`src/rtl/adc_scan_pkg.sv`:
```
// Package: shared constants, state types and the command-frame builder
// for the SPI ADC scan controller. Assumes a 16-bit frame whose control
// field occupies the upper 12 bits.
package adc_scan_pkg;

    localparam int FRAME_W = 16;
    localparam int CTRL_W  = 12;
    localparam int DATA_W  = 12;
    localparam int ID_W    = FRAME_W - DATA_W;
    localparam int PAD_W   = FRAME_W - CTRL_W;

    localparam logic [1:0] SEQ_NONE = 2'b00;

    typedef enum logic [2:0] {
        SQ_IDLE,
        SQ_CMD,
        SQ_CMD_WAIT,
        SQ_RD,
        SQ_RD_WAIT
    } seq_state_t;

    typedef enum logic [1:0] {
        FR_IDLE,
        FR_RUN,
        FR_GAP
    } frame_state_t;

    // Packs the control fields and left-aligns them in the frame.
    function automatic logic [FRAME_W-1:0] build_frame(
        input logic [2:0] ch,
        input logic [1:0] pm,
        input logic       rng,
        input logic       cod
    );
        logic [CTRL_W-1:0] w;
        w      = '0;
        w[11]  = 1'b1;
        w[10]  = SEQ_NONE[1];
        w[8:6] = ch;
        w[5:4] = pm;
        w[3]   = SEQ_NONE[0];
        w[1]   = rng;
        w[0]   = cod;
        return {w, {PAD_W{1'b0}}};
    endfunction

endpackage

```
`src/rtl/adc_tick_div.sv`:
```
// Tick divider: produces a one-cycle tick every clk_div+1 cycles while
// run is high. Assumes clk_div is steady during a frame.
module adc_tick_div #(
    parameter int DIV_W = 8
) (
    input  logic             clk,
    input  logic             rst_n,
    input  logic             run,
    input  logic [DIV_W-1:0] clk_div,
    output logic             tick
);
    logic [DIV_W-1:0] cnt;

    assign tick = run && (cnt == clk_div);

    // Counts cycles within one half period; cleared while idle.
    always_ff @(posedge clk) begin
        if (!rst_n || !run) begin
            cnt <= '0;
        end else if (cnt == clk_div) begin
            cnt <= '0;
        end else begin
            cnt <= cnt + 1'b1;
        end
    end
endmodule

```
`src/rtl/adc_spi_frame.sv`:
```
// Frame engine: runs one chip-select frame of FRAME_W bits. SCLK idles
// high, MOSI is launched on falling edges, MISO is sampled on rising
// edges. After the frame, chip select stays high for two half periods
// before a new go is accepted. Assumes go is only raised while ready.
module adc_spi_frame
    import adc_scan_pkg::*;
#(
    parameter int DIV_W = 8
) (
    input  logic               clk,
    input  logic               rst_n,
    input  logic [DIV_W-1:0]   clk_div,
    input  logic               go,
    input  logic [FRAME_W-1:0] tx_word,
    output logic               ready,
    output logic               frame_done,
    output logic [FRAME_W-1:0] rx_word,
    input  logic               miso,
    output logic               sclk,
    output logic               cs_n,
    output logic               mosi
);
    localparam int LAST_EDGE = 2 * FRAME_W;
    localparam int EDGE_W    = $clog2(LAST_EDGE + 1);

    frame_state_t       state;
    logic [EDGE_W-1:0]  edge_cnt;
    logic [FRAME_W-1:0] tx_sh;
    logic [FRAME_W-1:0] rx_sh;
    logic               tick;

    assign ready   = (state == FR_IDLE);
    assign rx_word = rx_sh;

    adc_tick_div #(.DIV_W(DIV_W)) u_div (
        .clk     (clk),
        .rst_n   (rst_n),
        .run     (state != FR_IDLE),
        .clk_div (clk_div),
        .tick    (tick)
    );

    // Frame sequencing: chip select, clock edges, shift registers.
    always_ff @(posedge clk) begin
        if (!rst_n) begin
            state      <= FR_IDLE;
            edge_cnt   <= '0;
            tx_sh      <= '0;
            rx_sh      <= '0;
            sclk       <= 1'b1;
            cs_n       <= 1'b1;
            mosi       <= 1'b0;
            frame_done <= 1'b0;
        end else begin
            frame_done <= 1'b0;
            case (state)
                FR_IDLE: begin
                    if (go) begin
                        cs_n     <= 1'b0;
                        tx_sh    <= tx_word;
                        edge_cnt <= '0;
                        state    <= FR_RUN;
                    end
                end
                FR_RUN: begin
                    if (tick) begin
                        if (edge_cnt == EDGE_W'(LAST_EDGE)) begin
                            cs_n       <= 1'b1;
                            mosi       <= 1'b0;
                            frame_done <= 1'b1;
                            edge_cnt   <= '0;
                            state      <= FR_GAP;
                        end else begin
                            if (!edge_cnt[0]) begin
                                sclk  <= 1'b0;
                                mosi  <= tx_sh[FRAME_W-1];
                                tx_sh <= {tx_sh[FRAME_W-2:0], 1'b0};
                            end else begin
                                sclk  <= 1'b1;
                                rx_sh <= {rx_sh[FRAME_W-2:0], miso};
                            end
                            edge_cnt <= edge_cnt + 1'b1;
                        end
                    end
                end
                FR_GAP: begin
                    if (tick) begin
                        if (edge_cnt[0]) begin
                            state <= FR_IDLE;
                        end
                        edge_cnt <= edge_cnt + 1'b1;
                    end
                end
                default: state <= FR_IDLE;
            endcase
        end
    end
endmodule

```
`src/rtl/adc_scan_seq.sv`:
```
// Scan sequencer: latches the channel set at start, then for the lowest
// pending channel issues a command frame and a read frame, retiring the
// channel when the read completes. Starts are ignored while busy.
module adc_scan_seq
    import adc_scan_pkg::*;
#(
    parameter int         NUM_CH     = 8,
    parameter logic [1:0] PM_MODE    = 2'b11,
    parameter logic       RANGE_BIT  = 1'b1,
    parameter logic       CODING_BIT = 1'b1,
    localparam int        CH_W       = (NUM_CH > 1) ? $clog2(NUM_CH) : 1
) (
    input  logic               clk,
    input  logic               rst_n,
    input  logic               start,
    input  logic               direct,
    input  logic [CH_W-1:0]    direct_ch,
    input  logic [NUM_CH-1:0]  chan_mask,
    input  logic               ready,
    input  logic               frame_done,
    output logic               go,
    output logic [FRAME_W-1:0] tx_word,
    output logic [CH_W-1:0]    cur_ch,
    output logic               capture,
    output logic               busy,
    output logic               done
);
    seq_state_t        state;
    logic [NUM_CH-1:0] pending;
    logic [NUM_CH-1:0] start_set;
    logic [NUM_CH-1:0] remain;

    // Channel set chosen at start: one bit for direct, else the mask.
    always_comb begin
        if (direct) begin
            start_set = NUM_CH'(1) << direct_ch;
        end else begin
            start_set = chan_mask;
        end
    end

    // Lowest pending channel gives ascending service order.
    always_comb begin
        cur_ch = '0;
        for (int i = NUM_CH - 1; i >= 0; i--) begin
            if (pending[i]) begin
                cur_ch = CH_W'(i);
            end
        end
    end

    assign remain  = pending & ~(NUM_CH'(1) << cur_ch);
    assign go      = ready && ((state == SQ_CMD) || (state == SQ_RD));
    assign capture = (state == SQ_RD_WAIT) && frame_done;
    assign tx_word = (state == SQ_CMD) ?
                     build_frame(3'(cur_ch), PM_MODE, RANGE_BIT, CODING_BIT) :
                     '0;

    // Scan control: start acceptance, frame pairing, completion.
    always_ff @(posedge clk) begin
        if (!rst_n) begin
            state   <= SQ_IDLE;
            pending <= '0;
            busy    <= 1'b0;
            done    <= 1'b0;
        end else begin
            done <= 1'b0;
            case (state)
                SQ_IDLE: begin
                    if (start) begin
                        if (|start_set) begin
                            pending <= start_set;
                            busy    <= 1'b1;
                            state   <= SQ_CMD;
                        end else begin
                            done <= 1'b1;
                        end
                    end
                end
                SQ_CMD: begin
                    if (ready) state <= SQ_CMD_WAIT;
                end
                SQ_CMD_WAIT: begin
                    if (frame_done) state <= SQ_RD;
                end
                SQ_RD: begin
                    if (ready) state <= SQ_RD_WAIT;
                end
                SQ_RD_WAIT: begin
                    if (frame_done) begin
                        pending <= remain;
                        if (remain == '0) begin
                            busy  <= 1'b0;
                            done  <= 1'b1;
                            state <= SQ_IDLE;
                        end else begin
                            state <= SQ_CMD;
                        end
                    end
                end
                default: state <= SQ_IDLE;
            endcase
        end
    end
endmodule

```
`src/rtl/adc_result_check.sv`:
```
// Result checker: on capture, compares the returned channel address with
// the requested channel and registers either a valid result or an error.
module adc_result_check
    import adc_scan_pkg::*;
#(
    parameter int CH_W = 3
) (
    input  logic               clk,
    input  logic               rst_n,
    input  logic               capture,
    input  logic [CH_W-1:0]    exp_ch,
    input  logic [FRAME_W-1:0] rx_word,
    output logic               res_valid,
    output logic               res_err,
    output logic [CH_W-1:0]    res_ch,
    output logic [DATA_W-1:0]  res_data
);
    logic id_match;

    assign id_match = (rx_word[FRAME_W-1:DATA_W] == ID_W'(exp_ch));

    // Registers the result and its match status for one cycle.
    always_ff @(posedge clk) begin
        if (!rst_n) begin
            res_valid <= 1'b0;
            res_err   <= 1'b0;
            res_ch    <= '0;
            res_data  <= '0;
        end else begin
            res_valid <= 1'b0;
            res_err   <= 1'b0;
            if (capture) begin
                res_ch    <= exp_ch;
                res_data  <= rx_word[DATA_W-1:0];
                res_valid <= id_match;
                res_err   <= !id_match;
            end
        end
    end
endmodule

```
`src/rtl/adc_scan_ctrl.sv`:
```
// Top: SPI master scan controller for a multichannel SAR ADC. Joins the
// sequencer, the frame engine and the result checker. Assumes clk_div is
// held while busy and that the converter answers in the frame after the
// command.
module adc_scan_ctrl
    import adc_scan_pkg::*;
#(
    parameter int         NUM_CH     = 8,
    parameter int         DIV_W      = 8,
    parameter logic [1:0] PM_MODE    = 2'b11,
    parameter logic       RANGE_BIT  = 1'b1,
    parameter logic       CODING_BIT = 1'b1,
    localparam int        CH_W       = (NUM_CH > 1) ? $clog2(NUM_CH) : 1
) (
    input  logic              clk,
    input  logic              rst_n,
    input  logic              start,
    input  logic              direct,
    input  logic [CH_W-1:0]   direct_ch,
    input  logic [NUM_CH-1:0] chan_mask,
    input  logic [DIV_W-1:0]  clk_div,
    input  logic              miso,
    output logic              sclk,
    output logic              cs_n,
    output logic              mosi,
    output logic              busy,
    output logic              done,
    output logic              res_valid,
    output logic              res_err,
    output logic [CH_W-1:0]   res_ch,
    output logic [11:0]       res_data
);
    logic               go;
    logic               ready;
    logic               frame_done;
    logic               capture;
    logic [FRAME_W-1:0] tx_word;
    logic [FRAME_W-1:0] rx_word;
    logic [CH_W-1:0]    cur_ch;

    adc_scan_seq #(
        .NUM_CH     (NUM_CH),
        .PM_MODE    (PM_MODE),
        .RANGE_BIT  (RANGE_BIT),
        .CODING_BIT (CODING_BIT)
    ) u_seq (
        .clk        (clk),
        .rst_n      (rst_n),
        .start      (start),
        .direct     (direct),
        .direct_ch  (direct_ch),
        .chan_mask  (chan_mask),
        .ready      (ready),
        .frame_done (frame_done),
        .go         (go),
        .tx_word    (tx_word),
        .cur_ch     (cur_ch),
        .capture    (capture),
        .busy       (busy),
        .done       (done)
    );

    adc_spi_frame #(.DIV_W(DIV_W)) u_frame (
        .clk        (clk),
        .rst_n      (rst_n),
        .clk_div    (clk_div),
        .go         (go),
        .tx_word    (tx_word),
        .ready      (ready),
        .frame_done (frame_done),
        .rx_word    (rx_word),
        .miso       (miso),
        .sclk       (sclk),
        .cs_n       (cs_n),
        .mosi       (mosi)
    );

    adc_result_check #(.CH_W(CH_W)) u_res (
        .clk       (clk),
        .rst_n     (rst_n),
        .capture   (capture),
        .exp_ch    (cur_ch),
        .rx_word   (rx_word),
        .res_valid (res_valid),
        .res_err   (res_err),
        .res_ch    (res_ch),
        .res_data  (res_data)
    );
endmodule

```
`config.mk`:
```
export PLATFORM = sky130hd
export DESIGN_NAME = adc_scan_ctrl
export DESIGN_NICKNAME = d
export VERILOG_FILES = /design/src/rtl/adc_scan_pkg.sv /design/src/rtl/adc_tick_div.sv /design/src/rtl/adc_spi_frame.sv /design/src/rtl/adc_scan_seq.sv /design/src/rtl/adc_result_check.sv /design/src/rtl/adc_scan_ctrl.sv
export SDC_FILE = /design/constraint.sdc
export NUM_CORES = 1
export LEC_CHECK = 0
export BUFFER_PORTS_ARGS = -buffer_cell sky130_fd_sc_hd__buf_2
export CORE_MARGIN = 10
export CORE_UTILIZATION = 40
export CTS_CLUSTER_DIAMETER = 50
export DETAILED_ROUTE_END_ITERATION = 8
export PLACE_DENSITY = 0.57
export SLEW_MARGIN = 20
export SYNTH_ARGS = -nofsm -noshare
export SYNTH_HDL_FRONTEND = slang
export SYNTH_SLANG_ARGS = --single-unit
```
`constraint.sdc`:
```
create_clock -name clk -period 6.6 [get_ports clk]
set_clock_uncertainty 0.2 [all_clocks]
set_input_delay 1.32 -clock clk [delete_from_list [all_inputs] [get_ports clk]]
set_output_delay 1.32 -clock clk [all_outputs]
set_load 0.01 [all_outputs]
```
==> results of run 1 <==
[power breakdown]
group | total, W | switching [W] | leakage [nW] | internal, W
clock network | 0.000342 | 0.000198 | 0.0892 | 0.000144
logic | 0.000340 | 0.000202 | 0.845 | 0.000139
registers | 0.000567 | 0.0000520 | 0.631 | 0.000515
[metrics by stage]
stage / hold slack (ns) / util (%) / setup slack [ns]
global placement: 0.251 / 43.8 / 3.14
detailed placement: 0.259 / 43.8 / 3.02
finish: 0.266 / 45.8 / 3.41
global route: 0.294 / 45.8 / 3.19
CTS: 0.273 / 45.8 / 3.40
floorplan: 0.241 / - / 3.49
[final cells by class]
type | instances | area (um^2)
repair buffers | 45 | 225
multi-input cells | 337 | 2060
well taps | 111 | 139
inverters | 11 | 41.3
clock inverters | 7 | 61.3
flip-flops and latches | 78 | 1560
fillers | 953 | 4990
clock buffers | 9 | 124
[flip-flops by register name, indices dropped and copies added (netlist names)]
name                count
u_frame.frame_done      1
u_frame.mosi            1
u_seq.state             3
u_seq.busy              1
u_res.res_valid         1
u_res.res_ch            3
u_frame.rx_word        16
u_res.res_err           1
u_frame.edge_cnt        6
u_res.res_data         12
u_seq.done              1
u_frame.sclk            1
u_frame.tx_sh          12
u_seq.pending           8
u_frame.cs_n            1
u_frame.u_div.cnt       8
u_frame.state           2
[worst max-delay path, cell delays in order]
cell and delay [ns]:
buf_2 0.10, xor2_1 0.17, nor4_4 0.38, nand4_2 0.25
nor3_2 0.65, a22oi_1 0.19, a21boi_0 0.19
[how the worst max path moves through the flow]
stage	endpoint	slack, ns	depth (start not counted)
3_3_place_gp	u_frame.rx_word[15]	3.14	7
3_5_place_dp	u_frame.tx_sh[11]	3.02	7
5_1_grt	u_frame.tx_sh[11]	3.19	7
6_report	u_frame.tx_sh[12]	3.41	7
4_1_cts	u_frame.tx_sh[11]	3.40	7
2_1_floorplan	u_frame.rx_word[13]	3.49	8
[cell families (layout without fill, tap and decap cells)]
logic type | after synthesis | count (layout) | share of synthesized area, %
xor gates and xnor gates | 22 | 22 | 5.11
DFF | 78 | 78 | 41.4
muxes | 4 | 4 | 1.06
AOI/OAI and AO/OA | 116 | 116 | 21.4
adders and majority gates | 7 | 7 | 2.32
and+or+nand+nor | 188 | 188 | 24.5
buffers and inverters | 33 | 72 | 4.12
[layer usage]
metal / routed length (um) / part of all wire, % / vias up
li1: - / - / 1623
met1: 3940 / 48 / 1457
met2: 3870 / 47 / 41
met3: 355 / 4.3 / 8
met4: 110 / 1.3 / 0
met5: 0 / 0 / -
[cell usage in the layout, fill, tap and decap left out, types with 3 or more instances in the layout]
master and instances:
nand2_1 85, dfxtp_1 78, buf_2 45, nor2_1 35, a21boi_0 31, a21oi_1 18
xor2_1 16, o21ai_0 16, nand3_1 13, inv_1 11, a21boi_1 11, nor2b_1 10
clkbuf_8 9, ha_1 7, xnor2_1 6, nor4_1 5, nand2b_1 5, a22oi_1 5
nor3_1 4, or3_1 4, mux2i_1 4, a31oi_1 4, a221oi_1 4, a211oi_1 4
inv_6 4, o22ai_1 3, and3_1 3, and2_1 3
==> qor.yml, run 1 <==
clock_tree:
  cts_hold_buf: 0
  clock_path_buffers: 2
  cts-resized-gates: 0
  cts_buffers: 9
  htreeDepth: 3
  clock_tree.root_cell: "clkbuf_8"
  clock-sinks: 78
  cts_tree: "yes"
  insertion_delay_ns: 0.35
  post-cts-setup-buffer-count: 0
  clk_pin_slew_ns: 0.09
global_route:
  met3_usage_pct: 3.82
  grt_pass1_wl_um: 13900
  grt_busiest_layer: "met2"
  grt_pass1_vias: 2939
  grt_antenna_before_repair: 0
  use_met1_pct: 15.6
  track_usage_pct: 12.5
  grt_max_degree: 66
  use_met2_pct: 20.1
  grt_overflow: 0
synth:
  syn_inst: 448
  ys.flop_type: "dfxtp_1"
  synth_edf_count: 0
  synth_top_area_share_pct: 41.4
  seq_area_frac_synth_pct: 41.4
  ys_ff_latch: 78
  synth.distinct_cells: 60
  yosys-top-cells-area: "dfxtp_1 41%, nand2_1 8.5%, a21boi_0 6.2%"
  syn_area_mm2: 0.00377
  yosysWarnings: 0
  synth_nets: 479
  yosys.area.top_type: "dfxtp_1"
  async_flop_share_pct: 0
  synthTopCellsByCount: "85 x nand2_1, 78 x dfxtp_1, 35 x nor2_1"
  synth.most_common_cell: "nand2_1"
  avgSynthCellArea_um2: 8.41
die:
  core_mm2: 0.00920
  dieArea_mm2: 0.0137
  row_count: 35
  die_h_um: 117
  die_w_um: 117
  io_pins: 46
  start_util_pct: 41.0
drt:
  initialDrtViolationCount: 178
  drt-vias-per-instance: 5.23
  route.vias.total: 3129
  dr.pass1.iters: 4
  wl_per_cell_um: 13.9
  finalWirelength_um: 8280
  drc: 0
  ant_nets: 0
hold_path:
  hold_depth: 2
  hp-class: "reg2reg"
  hold_path_end: "u_res.res_data[2]"
  min_from: "u_res.res_data[2]"
place:
  place_hpwl_um: 5840
  portBuffers: 45
  place_inst: 582
  gp_congestion: 0.852
  dpl-instance-area_mm2: 0.00403
power_and_ir_drop:
  power.leakage_nw: 1.56
  power.total_w: 0.00125
  ir_drop_mv: 0.144
  power_density_mw_per_mm2: 297
timing:
  fin_tns_setup_ns: 0
  period_share_pct: 48.4
  grt_setup_unrepaired: "false"
  slew_headroom_pct: 30.0
  setup_viol: 0
  tightest_slew_ns: 1.04
  hold_viol_final: 0
  max_clock_freq_mhz: 313
  report.final.slew_viol_count: 0
  period_needed_ns: 3.19
critical_path:
  r2r_slack_ns: 3.85
  crit_fanout: 12
  startpoint_type: "primary input"
  r2r_cells: 7
  r2r_start: "u_frame.state[0]"
  critPathArrivalTime_ns: 3.27
  startpoint: "clk_div[1]"
  r2r-end: "u_frame.tx_sh[12]"
  endpoint_kind: "flip-flop"
  required_ns: 6.68
  crit_type: "in2reg"
flow_run:
  max-cap-violations: 0
final_layout:
  area_growth_pct: 11.7
  nNetsFinal: 513
  num_antenna_cells: 0
  final_cell_area_mm2: 0.00421
  drive_gt1_share_pct: 16.0
  fin_cells: 598
outcome:
  status: "complete, no violations"
(Power assumes the default switching activity.)
==> run 2, diff against run 1 <==
--- a/config.mk
+++ b/config.mk
@@ -10,7 +10,7 @@
 export CORE_UTILIZATION = 40
 export CTS_CLUSTER_DIAMETER = 50
 export DETAILED_ROUTE_END_ITERATION = 8
-export PLACE_DENSITY = 0.57
+export PLACE_DENSITY = 0.6
 export SLEW_MARGIN = 20
 export SYNTH_ARGS = -nofsm -noshare
 export SYNTH_HDL_FRONTEND = slang
==> constraint.sdc (replaced) <==
create_clock -name clk -period 2.7 [get_ports clk]
set_clock_uncertainty 0.2 [all_clocks]
set_input_delay 0.54 -clock clk [delete_from_list [all_inputs] [get_ports clk]]
set_output_delay 0.54 -clock clk [all_outputs]
set_load 0.01 [all_outputs]
==> run 2 against run 1 <==
Effect of this change: via count grew 2.2%; critical path depth is the same; design area grew 2.4%; combinational power grew to 2.6 times the previous value; first-iteration DRC count shrank 17%; global-route usage grew 0.36 points; hold slack lost 0.036 ns; sequential cell count is the same; sequential share of layout area shrank 0.88 points; clock power grew 150%; total power grew 150%; cell count grew 2.2%; critical endpoint is now u_frame.tx_sh[9]; largest cell class unchanged; largest power group unchanged.
==> qor.yml, run 2 (synthesis results as in run 1) <==
timing:
  grt_setup_unrepaired: "false"
  fin_tns_setup_ns: 0  # unchanged
  period_share_pct: 87.0
  tightest_slew_ns: 0.558  # -0.483 ns
  slew_headroom_pct: 62.6  # +33 points
  report.final.slew_viol_count: 0  # unchanged
  hold_viol_final: 0  # unchanged
  setup_viol: 0  # unchanged
  max_clock_freq_mhz: 426
  period_needed_ns: 2.35
die:
  start_util_pct: 41.0  # unchanged
  die_h_um: 117  # unchanged
  die_w_um: 117  # unchanged
  io_pins: 46  # unchanged
  core_mm2: 0.00920  # unchanged
  dieArea_mm2: 0.0137  # unchanged
  row_count: 35  # unchanged
drt:
  finalWirelength_um: 8440  # +1.9%
  drc: 0  # unchanged
  wl_per_cell_um: 13.8  # -0.27%
  drt-vias-per-instance: 5.24  # about the same
  dr.pass1.iters: 4  # unchanged
  initialDrtViolationCount: 147  # -17%
  route.vias.total: 3199  # +2.2%
  ant_nets: 0  # unchanged
global_route:
  grt_max_degree: 26  # -61%
  track_usage_pct: 12.8  # +0.36 points
  grt_antenna_before_repair: 0  # unchanged
  grt_pass1_wl_um: 14300  # +2.5%
  grt_pass1_vias: 3141  # +6.9%
  grt_overflow: 0  # unchanged
clock_tree:
  cts_hold_buf: 0  # unchanged
  clock_path_buffers: 2  # unchanged
  clock-sinks: 78  # unchanged
  post-cts-setup-buffer-count: 0  # unchanged
  cts_tree: "yes"
  insertion_delay_ns: 0.36  # about the same
  clock_tree.root_cell: "clkbuf_8"
  cts_buffers: 9  # unchanged
  htreeDepth: 3  # unchanged
  cts-resized-gates: 0  # unchanged
  clk_pin_slew_ns: 0.09  # about the same
final_layout:
  area_growth_pct: 14.4
  num_antenna_cells: 0  # unchanged
  largest_reg_flops: 16  # unchanged
  drive_gt1_share_pct: 18.4  # +2.4 points
  layout_commonest_cell: "nand2_1"
  final_cell_mix: "85 x nand2_1, 78 x dfxtp_1, 45 x buf_2, 35 x nor2_1, 31 x a21boi_0"
  nNetsFinal: 526  # +2.5%
power_and_ir_drop:
  ir_drop_mv: 0.278  # +93%
  power_frac_comb_pct: 28.2  # +1.0 points
  clkPwrFrac_pct: 27.2  # -0.2 points
  power.leakage_nw: 1.63  # +4.1%
  p_sw_w: 0.00112  # +150%
  share_seq_of_total_power_pct: 44.5  # -0.9 points
  swShare_pct: 36.1  # about the same
  p_int_w: 0.00198  # +150%
  power.total_w: 0.00311  # +150%
  power_density_mw_per_mm2: 720  # +140%
hold_path:
  min_from: "miso"
  hp-class: "in2reg"
  hold_depth: 3  # +1
  hold_path_end: "u_frame.rx_word[0]"
place:
  gp_congestion: 0.838  # -1.7%
  portBuffers: 45  # unchanged
  place_hpwl_um: 6170  # +5.8%
critical_path:
  r2r-end: "u_frame.tx_sh[9]"
  r2r_slack_ns: 0.35  # -3.50 ns
  endpoint_kind: "flip-flop"
  crit_fanout: 8  # -4
  critPathArrivalTime_ns: 2.39  # -0.88 ns
  required_ns: 2.74  # -3.94 ns
  crit_type: "reg2reg"
  r2r_start: "u_frame.state[0]"
  startpoint_type: "flip-flop"
  r2r_cells: 7  # unchanged
flow_run:
  max-cap-violations: 0  # unchanged
outcome:
  status: "complete, no violations"
run 2: cell types whose count changed in the layout (fill, tap and decap cells not counted):
| cell | before | now |
|---|---|---|
| buf_4 | 0 | 13 |
| nor3_1 | 4 | 3 |
| nor3_2 | 1 | 2 |
run 2: worst max-delay path by stage:
stage | start | endpoint | slack, ns
2_1_floorplan | clk_div[1] | u_frame.rx_word[13] | 0.37
3_3_place_gp | clk_div[1] | u_frame.tx_sh[5] | 0.15
3_5_place_dp | clk_div[1] | u_frame.tx_sh[5] | 0.11
4_1_cts | u_frame.state[0] | u_frame.tx_sh[9] | 0.24
5_1_grt | u_frame.state[0] | u_frame.tx_sh[9] | 0.11
6_report | u_frame.state[0] | u_frame.tx_sh[9] | 0.35
run 2: stage by stage:
stage | hold WS (ns) | cells | worst slack, ns | utilization (%) | area, um^2
after detailed placement | 0.254 | 595 | 0.107 | 44.8 | 4120
after global routing | 0.219 | 611 | 0.107 | 46.9 | 4310
after CTS | 0.216 | 611 | 0.238 | 46.8 | 4310
final | 0.230 | 611 | 0.352 | 46.9 | 4310
after global placement | 0.247 | 595 | 0.155 | 44.8 | 4120
after floorplan | 0.241 | 448 | 0.368 | - | 3770
run 2: power by group through the flow:
stage	Sequential [W]	Clock [W]	Combinational [W]
after global routing	0.00140	0.000928	0.000994
after floorplan	0.00135	0	0.000695
after global placement	0.00141	0	0.000864
final	0.00138	0.000846	0.000878
after detailed placement	0.00141	0	0.000881
after CTS	0.00138	0.000870	0.000883
run 2: cell type report:
type                            instances  area [um^2]
Timing Repair Buffer                   58          323
Tap cell                              111          139
Inverter                               11         41.3
Clock inverter                          7         61.3
Multi-Input combinational cell        337         2060
Fill cell                             937         4880
Sequential cell                        78         1560
Clock buffer                            9          124
run 2: per-layer routing:
layer,track usage [%],wire [um],vias to the layer above
met5,0,0,-
met4,5.19,107,0
met3,3.41,421,10
met2,20.7,3920,66
met1,15.8,3990,1482
li1,-,-,1641
run 2: worst max-delay path, stage by stage (launching register included):
cell and delay [ns]:
dfxtp_1 0.41, inv_1 0.08, ha_1 0.24, nor3_2 0.28, nand4_2 0.25, o31a_1 0.44
a221oi_1 0.27, nor2b_1 0.07
==> run 3, diff against run 2 <==
--- a/config.mk
+++ b/config.mk
@@ -5,6 +5,7 @@
 export SDC_FILE = /design/constraint.sdc
 export NUM_CORES = 1
 export LEC_CHECK = 0
+export ABC_AREA = 1
 export BUFFER_PORTS_ARGS = -buffer_cell sky130_fd_sc_hd__buf_2
 export CORE_MARGIN = 10
 export CORE_UTILIZATION = 40
==> run 3 against run 2 <==
Effect of this change: wire length is 1.8% lower; global-route usage is 0.076 points lower; non-clock buffer count is 8 lower; sequential power hardly changed; total power is 13% higher; clock power is 19% higher; worst setup slack worse by 0.046 ns; fmax is 1.9% lower; register-to-register slack worse by 0.05 ns; largest cell class unchanged.
==> qor.yml, run 3 <==
clock_tree:
  clock-sinks: 78  # unchanged
  insertion_delay_ns: 0.36  # about the same
  clock_path_buffers: 2  # unchanged
  htreeDepth: 3  # unchanged
  cts_hold_buf: 0  # unchanged
  clk_pin_slew_ns: 0.09  # about the same
  cts-resized-gates: 0  # unchanged
  clock_tree.root_cell: "clkbuf_8"
  cts_buffers: 9  # unchanged
  cts_tree: "yes"
  post-cts-setup-buffer-count: 0  # unchanged
drt:
  finalWirelength_um: 8290  # -1.8%
  drt-vias-per-instance: 4.88  # -6.9%
  route.vias.total: 3243  # +1.4%
  ant_nets: 0  # unchanged
  dr.pass1.iters: 4  # unchanged
  drc: 0  # unchanged
  wl_per_cell_um: 12.5  # -9.8%
  initialDrtViolationCount: 187  # +27%
timing:
  report.final.slew_viol_count: 0  # unchanged
  max_clock_freq_mhz: 418  # -1.9%
  hold_viol_final: 0  # unchanged
  fin_tns_setup_ns: 0  # unchanged
  period_share_pct: 88.7  # +1.7 points
  period_needed_ns: 2.39  # +0.0457 ns
  grt_setup_unrepaired: "false"
  slew_headroom_pct: 65.4  # +2.8 points
  setup_viol: 0  # unchanged
  tightest_slew_ns: 0.518  # -0.0406 ns
synth:
  ys.flop_type: "dfxtp_1"
  synth_top_area_share_pct: 42.6  # +1.1 points
  synth_nets: 538  # +12%
  synth.most_common_cell: "nor2_1"
  syn_inst: 507  # +13%
  avgSynthCellArea_um2: 7.23  # -14%
  yosysWarnings: 0  # unchanged
  yosys.area.top_type: "dfxtp_1"
  synth.distinct_cells: 41  # -32%
  synth_edf_count: 0  # unchanged
  syn_area_mm2: 0.00367  # -2.7%
  ys_ff_latch: 78  # unchanged
  yosys-top-cells-area: "dfxtp_1 43%, nor2_1 9.5%, nand2_1 8.2%"
  async_flop_share_pct: 0  # unchanged
  synthTopCellsByCount: "93 x nor2_1, 80 x nand2_1, 78 x dfxtp_1"
  seq_area_frac_synth_pct: 42.6  # +1.1 points
critical_path:
  critPathArrivalTime_ns: 2.47  # +0.08 ns
  required_ns: 2.78  # +0.04 ns
  crit_type: "reg2reg"
  r2r_start: "u_frame.edge_cnt[0]"
  startpoint_type: "flip-flop"
  crit_fanout: 15  # +7
  startpoint: "u_frame.edge_cnt[0]"
  endpoint_kind: "flip-flop"
global_route:
  track_usage_pct: 12.7  # -0.076 points
  grt_antenna_before_repair: 0  # unchanged
  grt_pass1_vias: 3079  # -2.0%
  grt_pass1_wl_um: 14100  # -1.4%
  grt_max_degree: 43  # +65%
  grt_overflow: 0  # unchanged
die:
  core_mm2: 0.00881  # -4.2%
  start_util_pct: 41.6  # +0.67 points
  dieArea_mm2: 0.0134  # -2.2%
  die_h_um: 116  # -1.1%
  die_w_um: 116  # -1.1%
  io_pins: 46  # unchanged
  row_count: 34  # -2.9%
place:
  portBuffers: 45  # unchanged
  dpl-instance-area_mm2: 0.00397  # -3.8%
  place_hpwl_um: 5930  # -4.0%
  gp_congestion: 0.861  # +2.7%
flow_run:
  max-cap-violations: 0  # unchanged
hold_path:
  min_from: "miso"
  hp-class: "in2reg"
final_layout:
  drive_gt1_share_pct: 15.6  # -2.8 points
  area_growth_pct: 14.4  # about the same
  largest_reg_flops: 16  # unchanged
  nNetsFinal: 583  # +11%
  layout_commonest_cell: "nor2_1"
  final_cell_mix: "93 x nor2_1, 80 x nand2_1, 78 x dfxtp_1, 52 x o21ai_0, 49 x inv_1"
  nFillCells: 913  # -2.6%
  final_cell_area_mm2: 0.00419  # -2.8%
  num_antenna_cells: 0  # unchanged
power_and_ir_drop:
  power.leakage_nw: 1.88  # +16%
  power_density_mw_per_mm2: 839  # +16%
  ir_drop_mv: 0.306  # +10%
outcome:
  status: "complete, no violations"
## run 3: layer usage
metal / track usage, % / wire length (um) / up-vias
met5: 0 / 0 / -
met2: 20.4 / 3610 / 51
met3: 3.62 / 427 / 9
met1: 16.2 / 4140 / 1431
met4: 4.34 / 110 / 0
li1: - / - / 1752
## run 3: logic make-up (layout without fill, tap and decap cells)
logic type | count (synthesis) | after routing | share of synthesized area [%]
xor+xnor | 11 | 11 | 2.63
fa+ha+maj | 7 | 7 | 2.39
compound gates | 102 | 102 | 14.9
flops | 78 | 78 | 42.6
simple gates | 241 | 241 | 29.4
buf+inv | 68 | 118 | 8.09
## run 3: path summary, 6_finish.rpt
path,slack [ns],depth (start not counted),end
max reg2reg,0.31,10,u_frame.tx_sh[5]
min reg2reg,0.27,2,u_frame.tx_sh[6]
max,0.31,10,u_frame.tx_sh[5]
min,0.19,3,u_frame.rx_word[0]
## run 3: final cells by class
| type | instances | area (um^2) | share of cell area, % |
|---|---|---|---|
| flip-flops and latches | 78 | 1560 | 37.2 |
| repair buffers | 50 | 263 | 6.26 |
| clock buffers | 9 | 124 | 2.95 |
| inverters | 52 | 199 | 4.74 |
| multi-input cells | 361 | 1810 | 43.1 |
| clock inverters | 7 | 103 | 2.45 |
| well taps | 108 | 135 | 3.22 |
## run 3: worst max-delay path: stages (launching register included)
cell and delay (ns):
dfxtp_1 0.42, inv_1 0.14, ha_1 0.22, and3_1 0.19
nor2_1 0.12, inv_1 0.12, o22ai_1 0.22, nand2_4 0.15
clkinv_2 0.18, nand2_1 0.16, a31oi_1 0.20
## run 3: report_power, final
group          switching (W)  internal [W]
clock network       0.000477      0.000533
registers          0.0000970       0.00126
logic               0.000792      0.000356
## run 3: stage by stage
| step | setup slack, ns | total power (W) | util, % | hold WS [ns] | std cells |
|---|---|---|---|---|---|
| after floorplan | 0.648 | 0.00230 | - | 0.237 | 507 |
| after global placement | 0.313 | 0.00251 | 45.1 | 0.258 | 649 |
| after detailed placement | 0.255 | 0.00253 | 45.1 | 0.263 | 649 |
| after CTS | 0.287 | 0.00355 | 47.6 | 0.187 | 665 |
| after global routing | 0.0593 | 0.00378 | 47.6 | 0.220 | 665 |
| final | 0.306 | 0.00352 | 47.6 | 0.192 | 665 |
